**src/rtl/hshe_pkg.sv**
```systemverilog
package hshe_pkg;

    typedef enum logic {
        SCH_CONV = 1'b0,
        SCH_MOD  = 1'b1
    } scheme_e;

    typedef enum logic [1:0] {
        LVL_ZERO = 2'b00,
        LVL_POS  = 2'b01,
        LVL_NEG  = 2'b11
    } level_e;

    // Evenly spaced reset angle for entry idx of a table with nang entries,
    // inside a quarter of 2**qbits positions.
    function automatic logic [63:0] default_angle(input int idx, input int nang, input int qbits);
        logic [63:0] num;
        num = (64'(idx) + 64'd1) << qbits;
        return num / 64'(nang + 1);
    endfunction

    function automatic level_e make_level(input logic mag, input logic negative);
        if (!mag)
            return LVL_ZERO;
        else if (negative)
            return LVL_NEG;
        else
            return LVL_POS;
    endfunction

endpackage

```
**src/rtl/hshe_phase_acc.sv**
```systemverilog
module hshe_phase_acc #(
    parameter int PHASE_W = 32
) (
    input  logic               clk,
    input  logic               rst,
    input  logic [PHASE_W-1:0] step,
    output logic [PHASE_W-1:0] phase,
    output logic               wrap
);
    logic [PHASE_W:0] sum;

    assign sum  = {1'b0, phase} + {1'b0, step};
    assign wrap = sum[PHASE_W];

    always_ff @(posedge clk) begin
        if (rst)
            phase <= '0;
        else
            phase <= sum[PHASE_W-1:0];
    end
endmodule

```
**src/rtl/hshe_scheme_ctl.sv**
```systemverilog
module hshe_scheme_ctl
    import hshe_pkg::*;
#(
    parameter int FREQ_W = 16
) (
    input  logic              clk,
    input  logic              rst,
    input  logic [FREQ_W-1:0] freq_word,
    input  logic [FREQ_W-1:0] freq_thresh,
    input  logic              wrap,
    output scheme_e           active,
    output logic              cycle_start
);
    scheme_e pending;
    logic    seen_q;

    always_ff @(posedge clk) begin
        if (rst) begin
            pending     <= SCH_CONV;
            active      <= SCH_CONV;
            cycle_start <= 1'b0;
            seen_q      <= 1'b0;
        end else begin
            pending     <= (freq_word >= freq_thresh) ? SCH_CONV : SCH_MOD;
            cycle_start <= wrap;
            seen_q      <= 1'b1;
            if (wrap)
                active <= pending;
        end
    end

    // The active table may only differ from its previous value right after a wrap.
    assert_switch_at_wrap_R8: assert property (@(posedge clk) disable iff (rst)
        (seen_q && (active != $past(active))) |-> cycle_start);
endmodule

```
**src/rtl/hshe_angle_bank.sv**
```systemverilog
module hshe_angle_bank
    import hshe_pkg::*;
#(
    parameter int N_ANG = 9,
    parameter int AW    = 30,
    parameter int IW    = 4
) (
    input  logic                      clk,
    input  logic                      rst,
    input  scheme_e                   active,
    input  logic                      wr_en,
    input  scheme_e                   wr_sel,
    input  logic [IW-1:0]             wr_idx,
    input  logic [AW-1:0]             wr_angle,
    output logic [N_ANG-1:0][AW-1:0]  sel_tbl
);
    logic [N_ANG-1:0][AW-1:0] tbl_conv;
    logic [N_ANG-1:0][AW-1:0] tbl_mod;
    logic                     wr_ok;
    logic                     seen_q;

    assign wr_ok = wr_en && (wr_sel != active);

    for (genvar g = 0; g < N_ANG; g++) begin : g_entry
        localparam logic [AW-1:0] RST_ANG = AW'(default_angle(g, N_ANG, AW));
        logic hit;
        assign hit = wr_ok && (wr_idx == IW'(g));

        always_ff @(posedge clk) begin
            if (rst) begin
                tbl_conv[g] <= RST_ANG;
                tbl_mod[g]  <= RST_ANG;
            end else if (hit) begin
                if (wr_sel == SCH_CONV)
                    tbl_conv[g] <= wr_angle;
                else
                    tbl_mod[g]  <= wr_angle;
            end
        end
    end

    assign sel_tbl = (active == SCH_MOD) ? tbl_mod : tbl_conv;

    always_ff @(posedge clk) begin
        if (rst) seen_q <= 1'b0;
        else     seen_q <= 1'b1;
    end

    // A table that was driving the leg over an edge keeps its contents.
    assert_active_conv_frozen_R9: assert property (@(posedge clk) disable iff (rst)
        (seen_q && $past(active) == SCH_CONV) |-> $stable(tbl_conv));
    assert_active_mod_frozen_R9: assert property (@(posedge clk) disable iff (rst)
        (seen_q && $past(active) == SCH_MOD) |-> $stable(tbl_mod));
endmodule

```
**src/rtl/hshe_level_gen.sv**
```systemverilog
module hshe_level_gen
    import hshe_pkg::*;
#(
    parameter int PHASE_W = 32,
    parameter int N_ANG   = 9,
    parameter int AW      = PHASE_W - 2
) (
    input  logic [PHASE_W-1:0]        phase,
    input  logic [N_ANG-1:0][AW-1:0]  tbl,
    output level_e                    level
);
    logic [1:0]       quarter;
    logic [AW-1:0]    local_pos;
    logic [AW-1:0]    eff_pos;
    logic [N_ANG-1:0] crossed;

    assign quarter   = phase[PHASE_W-1 -: 2];
    assign local_pos = phase[AW-1:0];
    assign eff_pos   = quarter[0] ? ~local_pos : local_pos;

    for (genvar g = 0; g < N_ANG; g++) begin : g_cmp
        assign crossed[g] = (eff_pos >= tbl[g]);
    end

    assign level = make_level(^crossed, quarter[1]);
endmodule

```
**src/rtl/hshe_pwm_seq.sv**
```systemverilog
module hshe_pwm_seq
    import hshe_pkg::*;
#(
    parameter int PHASE_W = 32,
    parameter int N_ANG   = 9,
    parameter int FREQ_W  = 16,
    parameter int IDX_W   = $clog2(N_ANG)
) (
    input  logic               clk,
    input  logic               rst,
    input  logic [PHASE_W-1:0] phase_inc,
    input  logic [FREQ_W-1:0]  freq_word,
    input  logic [FREQ_W-1:0]  freq_thresh,
    input  logic               tbl_wr_en,
    input  logic               tbl_wr_sel,
    input  logic [IDX_W-1:0]   tbl_wr_idx,
    input  logic [PHASE_W-3:0] tbl_wr_angle,
    output logic [1:0]         leg_state,
    output logic               scheme_mod,
    output logic               cycle_start
);
    localparam int AW = PHASE_W - 2;

    logic [PHASE_W-1:0]       phase_q;
    logic                     wrap;
    scheme_e                  active;
    logic [N_ANG-1:0][AW-1:0] act_tbl;
    level_e                   level;
    logic                     seen_q;

    hshe_phase_acc #(.PHASE_W(PHASE_W)) u_acc (
        .clk   (clk),
        .rst   (rst),
        .step  (phase_inc),
        .phase (phase_q),
        .wrap  (wrap)
    );

    hshe_scheme_ctl #(.FREQ_W(FREQ_W)) u_ctl (
        .clk         (clk),
        .rst         (rst),
        .freq_word   (freq_word),
        .freq_thresh (freq_thresh),
        .wrap        (wrap),
        .active      (active),
        .cycle_start (cycle_start)
    );

    hshe_angle_bank #(.N_ANG(N_ANG), .AW(AW), .IW(IDX_W)) u_bank (
        .clk      (clk),
        .rst      (rst),
        .active   (active),
        .wr_en    (tbl_wr_en),
        .wr_sel   (scheme_e'(tbl_wr_sel)),
        .wr_idx   (tbl_wr_idx),
        .wr_angle (tbl_wr_angle),
        .sel_tbl  (act_tbl)
    );

    hshe_level_gen #(.PHASE_W(PHASE_W), .N_ANG(N_ANG), .AW(AW)) u_lvl (
        .phase (phase_q),
        .tbl   (act_tbl),
        .level (level)
    );

    assign leg_state  = level;
    assign scheme_mod = active;

    always_ff @(posedge clk) begin
        if (rst) seen_q <= 1'b0;
        else     seen_q <= 1'b1;
    end

    assert_legal_level_R2: assert property (@(posedge clk) disable iff (rst)
        leg_state != 2'b10);

    assert_q0_nonneg_R6: assert property (@(posedge clk) disable iff (rst)
        (phase_q[PHASE_W-1 -: 2] == 2'b00) |-> (leg_state != LVL_NEG));

    // After a wrap the new phase is the remainder, smaller than the step used.
    assert_wrap_low_phase_R8: assert property (@(posedge clk) disable iff (rst)
        (seen_q && cycle_start) |-> (phase_q < $past(phase_inc)));
endmodule

```
**config.mk**
```make
export PLATFORM = sky130hd
export DESIGN_NAME = hshe_pwm_seq
export DESIGN_NICKNAME = d
export VERILOG_FILES = /design/src/rtl/hshe_pkg.sv /design/src/rtl/hshe_phase_acc.sv /design/src/rtl/hshe_scheme_ctl.sv /design/src/rtl/hshe_angle_bank.sv /design/src/rtl/hshe_level_gen.sv /design/src/rtl/hshe_pwm_seq.sv
export SDC_FILE = /design/constraint.sdc
export NUM_CORES = 2
export LEC_CHECK = 0
export ABC_AREA = 1
export BUFFER_PORTS_ARGS = -buffer_cell sky130_fd_sc_hd__buf_2
export CAP_MARGIN = 20
export CORE_ASPECT_RATIO = 0.7
export CORE_MARGIN = 3
export CORE_UTILIZATION = 39
export CTS_CLUSTER_SIZE = 30
export DETAILED_ROUTE_END_ITERATION = 10
export PLACE_DENSITY = 0.61
export SLEW_MARGIN = 10
export SYNTH_ARGS = -nofsm -noshare
export SYNTH_HDL_FRONTEND = slang
export SYNTH_SLANG_ARGS = --single-unit
```
**constraint.sdc**
```tcl
create_clock -name clk -period 3.8 [get_ports clk]
set_clock_uncertainty 0.2 [all_clocks]
set_input_delay 0.38 -clock clk [delete_from_list [all_inputs] [get_ports clk]]
set_output_delay 0.38 -clock clk [all_outputs]
set_load 0.1 [all_outputs]
```
## Word level (Yosys, flattened, before mapping)

Cells that the tools add are included.

- Flip-flop bits (word level): 575
- Input port bits: 102
- Output and inout bits: 4

- Add/subtract/negate cells: 1
- Order comparisons: 10
- Equality and inequality tests: 9
- Muxes and demuxes: 5
- Bitwise gates (word level): 2
- Reduce and logical (&&, ||, !) cells: 30

Operator list:

| kind | number |
|---|---|
| greater-or-equal comparator 30 bit | 9 |
| 2-to-1 mux 270 bit | 1 |
| AND reduction 2 bit | 18 |
| adder 32 x 32 -> 33 bit | 1 |
| 2-to-1 mux 30 bit | 1 |
| NOT 30 bit | 1 |
| equality test 4 x 3 -> 1 bit (second input constant) | 4 |
| greater-or-equal comparator 16 bit | 1 |
| logical AND 1 bit | 10 |
| XOR reduction 9 bit | 1 |
| equality test 4 x 2 -> 1 bit (second input constant) | 2 |
| equality test 4 x 1 -> 1 bit (second input constant) | 1 |
| equality test 4 bit (second input constant) | 1 |
| logical NOT 4 bit | 1 |
| 2-to-1 mux 2 bit | 2 |
| 2-to-1 mux 1 bit | 1 |
| != test 1 bit | 1 |
| NOT 1 bit | 1 |

## Longest topological paths before layout

- Depth in word-level cells: 5
- Gate-level depth with buffers: 30

## Modules after synthesis

A second synthesis with hierarchy kept.

- Cell total of the unflattened synthesis: 5703
- Area total of the unflattened synthesis: 36937.9 um^2

By module, submodules not included:

| module | times used | cells each | area each (um^2) | sequential area each (um^2) |
|---|---|---|---|---|
| hshe_angle_bank | 1 | 3598 | 24802.5 | 10810.4 |
| hshe_level_gen | 1 | 1443 | 8284.2 | 0.0 |
| hshe_phase_acc | 1 | 582 | 3330.7 | 640.6 |
| hshe_scheme_ctl | 1 | 80 | 520.5 | 60.1 |

## Least setup slack after synthesis

Ideal clock, no wire load.

- Path kind: register -> output
- Start: register u_ctl.active
- End: output port leg_state[1]
- Arrival time: 5.305 ns
- Data required time: 3.220 ns
- Setup slack: -2.085 ns
- Stages on the path, launching flop included: 27
- Buffers on the path: 6
- Cells stage by stage: dfxtp_1 > buf_4 > buf_4 > buf_2 > buf_2 > clkbuf_1 > clkbuf_1 > o21ai_0 > ha_1 > nand2_1 > inv_1 > nand3_1 > nor3_1 > nand3b_1 > nor2_1 > nand2_1 > nand3_1 > inv_1 > nand2_1 > nor2_1 > nor2_2 > nand2_1 > nand2_1 > nand2_1 > nand3_1 > nand2_1 > nor2_1

- Word-level cells in the longest chain between the ends: 4

RTL lines:

| element | RTL line | source |
|---|---|---|
| start, declared | hshe_scheme_ctl.sv:11 | `output scheme_e active,` |
| start signal, assigned | hshe_scheme_ctl.sv:28 | `active <= pending;` |
| 2-to-1 mux 270 bit * | hshe_angle_bank.sv:42 | `assign sel_tbl = (active == SCH_MOD) ? tbl_mod : tbl_conv;` |
| greater-or-equal comparator 30 bit | hshe_level_gen.sv:22 | `assign crossed[g] = (eff_pos >= tbl[g]);` |
| XOR reduction 9 bit * | hshe_level_gen.sv:25 | `assign level = make_level(^crossed, quarter[1]);` |
| 2-to-1 mux 2 bit * | hshe_pkg.sv:23 | `if (!mag)` |
| end, declared | hshe_pwm_seq.sv:18 | `output logic [1:0] leg_state,` |

Every way passes the cells marked *; elsewhere a longest branch is shown, timed or not.

## Final worst setup path

Ends and elaborated chain as after synthesis.

==> flow_metrics.py <==
metrics = {
    "timing": {
        "setup_viol": 2,
        "tightestPinTransition_ps": 748.3,
        "max_slew_margin_pct": 48.83,
        "max_freq_mhz": 220.8,
        "hold_viol": 0,
        "fin_crit_ps": 4529,
        "finalCritPeriodShare_pct": 119.2,
        "drv_slew": 0,
        "whs_ps": 21.65,
        "rsz0062_at_grt": "true",
        "setup_ws_ps": -728.8,
    },
    "layout": {
        "antenna_cells": 0,
        "final_nets": 5133,
        "stdcell_count": 5867,
        "drive_above_1_share_pct": 12.82,
        "area_delta_synth_final_pct": 20.42,
        "n_fill_cell": 8006,
    },
    "routing": {
        "viasPerCell": 5.243,
        "route.antenna.remaining_nets": 0,
        "firstDrtPassIters": 6,
        "wl_per_cell_um": 18.95,
        "drt-total-wl_um": 111200,
        "vias": 30760,
        "drc_errors": 0,
        "drt-initial-drc-count": 3145,
    },
    "placed_design": {
        "dp.cells": 5704,
        "port_buffers": 105,
        "place_ws_ps": -550.1,
        "dp_hpwl_um": 77320,
        "gp_congestion": 0.9174,
    },
    "power": {
        "p_leak_nw": 18.07,
        "seqPwrFrac_pct": 21.5,
        "power_frac_clock_pct": 20.9,
        "p_comb_share_pct": 57.6,
        "p_sw_mw": 13.43,
        "switching_share_pct": 44.51,
        "intPower_mw": 16.74,
        "ir_drop_mv": 0.8205,
        "powerDensity_nw_per_um2": 784.4,
    },
    "synthesis": {
        "synth_simple_gate_area_share_pct": 25.17,
        "ys_seq_elements": 575,
        "synth_cells": 4577,
        "syn_nets": 4962,
        "synth.largest_area_cell": "dfxtp_1",
        "ys_warn_count": 0,
        "synth_top_family_by_area": "simple AND/OR/NAND/NOR gates",
        "ys_top_cells_by_count": "1131 x nand2_1, 575 x dfxtp_1, 503 x o21ai_0, 460 x nor2_1, 381 x inv_1",
        "synth.most_common_cell": "nand2_1",
        "syn_area_um2": 31950,
        "synth.avg_cell_area_um2": 6.980,
        "synth_flop_cell": "dfxtp_1",
        "synth-compound-area-share_pct": 15.55,
        "synthDistinctLibCells": 42,
        "synthXorXnorAreaFrac_pct": 0.7402,
        "synthArstFlopShare_pct": 0,
        "synth_fa_ha_area_share_pct": 11.11,
        "synthTopCellsByArea": "dfxtp_1 36%, nand2_1 13%, ha_1 11%, o21ai_0 7.9%, nor2_1 5.4%",
        "yosysTopAreaCellShare_pct": 36.03,
        "synthMuxAreaShare_pct": 3.196,
        "yosysSeqAreaShare_pct": 36.03,
        "synth_edf_count": 0,
    },
    "cts": {
        "clock_latency_ps": 660,
        "tritoncts.num_buffers": 59,
        "clockBufferDepth": 3,
        "clkSlewWorstSetupHoldPaths_ps": 70,
        "htreeDepth": 2,
        "cts_root_buffer": "clkbuf_16",
        "clkSinkCount": 575,
        "cts_tree": "yes",
    },
    "setup_path": {
        "rr_startpoint": "u_acc.phase[0]",
        "worstSetupStartpointType": "flop",
        "cp_slowest_cell": "dfxtp_4",
        "worstSetupEndpointType": "output port",
        "worstSetupPathType": "flop to output port",
        "path_cells": "buf_16 > buf_4 > o21ai_0 > ha_1 > a21oi_1 > o21a_1 > o211ai_1 > buf_4 > nor2_1 > nand2_1 > a21oi_1 > nand2_1 > nand2_2 > nand2_1 > nand2_2 > nand2_2 > nand3_2 > nand2_4 > nor2_4 > buf_12",
        "cp.arrival_ps": 3950,
        "cp.required_ps": 3220,
        "slowest_delay_ps": 420,
        "critPathMaxFanout": 24,
        "regToRegSetupSlack_ps": 330,
        "startpoint": "u_ctl.active",
    },
    "global_route": {
        "track_usage_pct": 25.20,
        "first_global_vias": 27590,
        "grt_pass1_wl_um": 168200,
        "antenna_found_initial": 7,
        "grt_max_degree": 112,
        "grt_overflow": 0,
    },
    "flow_run": {
        "cap_violations": 0,
    },
    "floorplanning": {
        "rows": 87,
        "fp.dieH_um": 245.5,
        "die-area_um2": 85450,
        "die_x_um": 348.1,
        "io_pins": 106,
        "start_util_pct": 39.50,
        "coreArea_um2": 80880,
    },
    "worst_hold_path": {
        "min_path_type": "primary input to flop",
        "min_from": "freq_word[15]",
    },
    "run_status": {
        "status": "finished, violations left",
        "violations": "negative setup slack",
    },
}
[registers in the layout (all words and copies together), names as in the netlist]
name and count:
u_acc.phase 32, u_bank.tbl_mod 270, u_ctl.active 1, u_bank.tbl_conv 270, u_ctl.cycle_start 1, u_ctl.pending 1
[critical path, delay by kind of cell (launching register included)]
kind                       cells  cell delay [ps]
DFF                            1              420
adders and majority gates      1              330
and+or+nand+nor               10              870
buffers and inverters          4              710
AOI/OAI and AO/OA              5              940
[cell usage in the layout, fill, tap and decap left out, types with 31 or more instances in the layout]
cell,Yosys,final
nand2_2,8,35
nand3_1,305,295
a21oi_1,322,312
buf_4,4,189
buf_2,28,103
nand2_1,1131,1099
buf_12,0,52
ha_1,282,277
mux2i_1,102,96
nor2_1,460,435
nand4_1,31,31
clkbuf_16,0,63
dfxtp_1,575,573
dlygate4sd3_1,0,31
nor2_2,9,31
o21ai_0,503,495
inv_1,381,373
[final cells by class]
cell class	count	area [um^2]	area share [%]
sequential	575	11520	29.94
clock buffer	81	1712	4.449
timing repair buffer	393	3591	9.334
inverter	384	1455	3.782
clock inverter	31	372.9	0.9691
tap	1068	1336	3.473
multi-input combinational	3335	18490	48.05
[cells by family (layout without fill, tap and decap cells)]
group                      count (synthesis)  after routing
DFF                                      575            575
muxes                                    102            102
adders and majority gates                283            283
buffers and inverters                    667            889
and+or+nand+nor                         1985           1985
AOI/OAI and AO/OA                        938            938
xor gates and xnor gates                  27             27
[repair_timing]
action | CTS | global route
setup buffers | 9 | 8
pin swaps | 17 | 42
cloned | 2 | 2
endpoints found under the setup margin | 2 | 2
endpoints found under the hold margin | 69 | 0
hold buffers | 31 | 0
gates resized for setup | 55 | 88
[path summary, 6_finish.rpt]
| kind | end | cells past startpoint |
|---|---|---|
| worst max register to register | u_acc.phase[22] | 12 |
| worst max-delay path | leg_state[1] | 20 |
| worst min register to register | u_bank.tbl_mod[193] | 2 |
| worst min-delay path | u_ctl.pending | 5 |
[routing by layer]
layer	GRT usage (%)	up-vias	part of all wire, %
met4	5.993	2	2.1
met1	38.89	14190	49
li1	-	15340	-
met2	35.81	1092	40
met3	4.361	142	8.4
met5	0	-	0.0081
[through the flow]
stage                     utilization, %  power [mW]  area, um^2  setup TNS (ps)
after floorplan                        -       15.97       32130          -513.1
after global placement             43.39       21.90       35090          -896.0
after detailed placement           43.40       22.04       35100           -1041
after CTS                          46.94       29.11       37960           -1404
after global routing               47.57       32.20       38470           -1796
final                              47.57       30.18       38470           -1451
[power by group through the flow]
stage | clock, mW | sequential, mW | combinational (mW)
2_1_floorplan | 0 | 6.54 | 9.43
3_3_place_gp | 0 | 6.56 | 15.3
3_5_place_dp | 0 | 6.56 | 15.5
4_1_cts | 6.41 | 6.46 | 16.2
5_1_grt | 6.65 | 6.49 | 19.1
6_report | 6.31 | 6.48 | 17.4
Power figures use the tool's default switching activity.
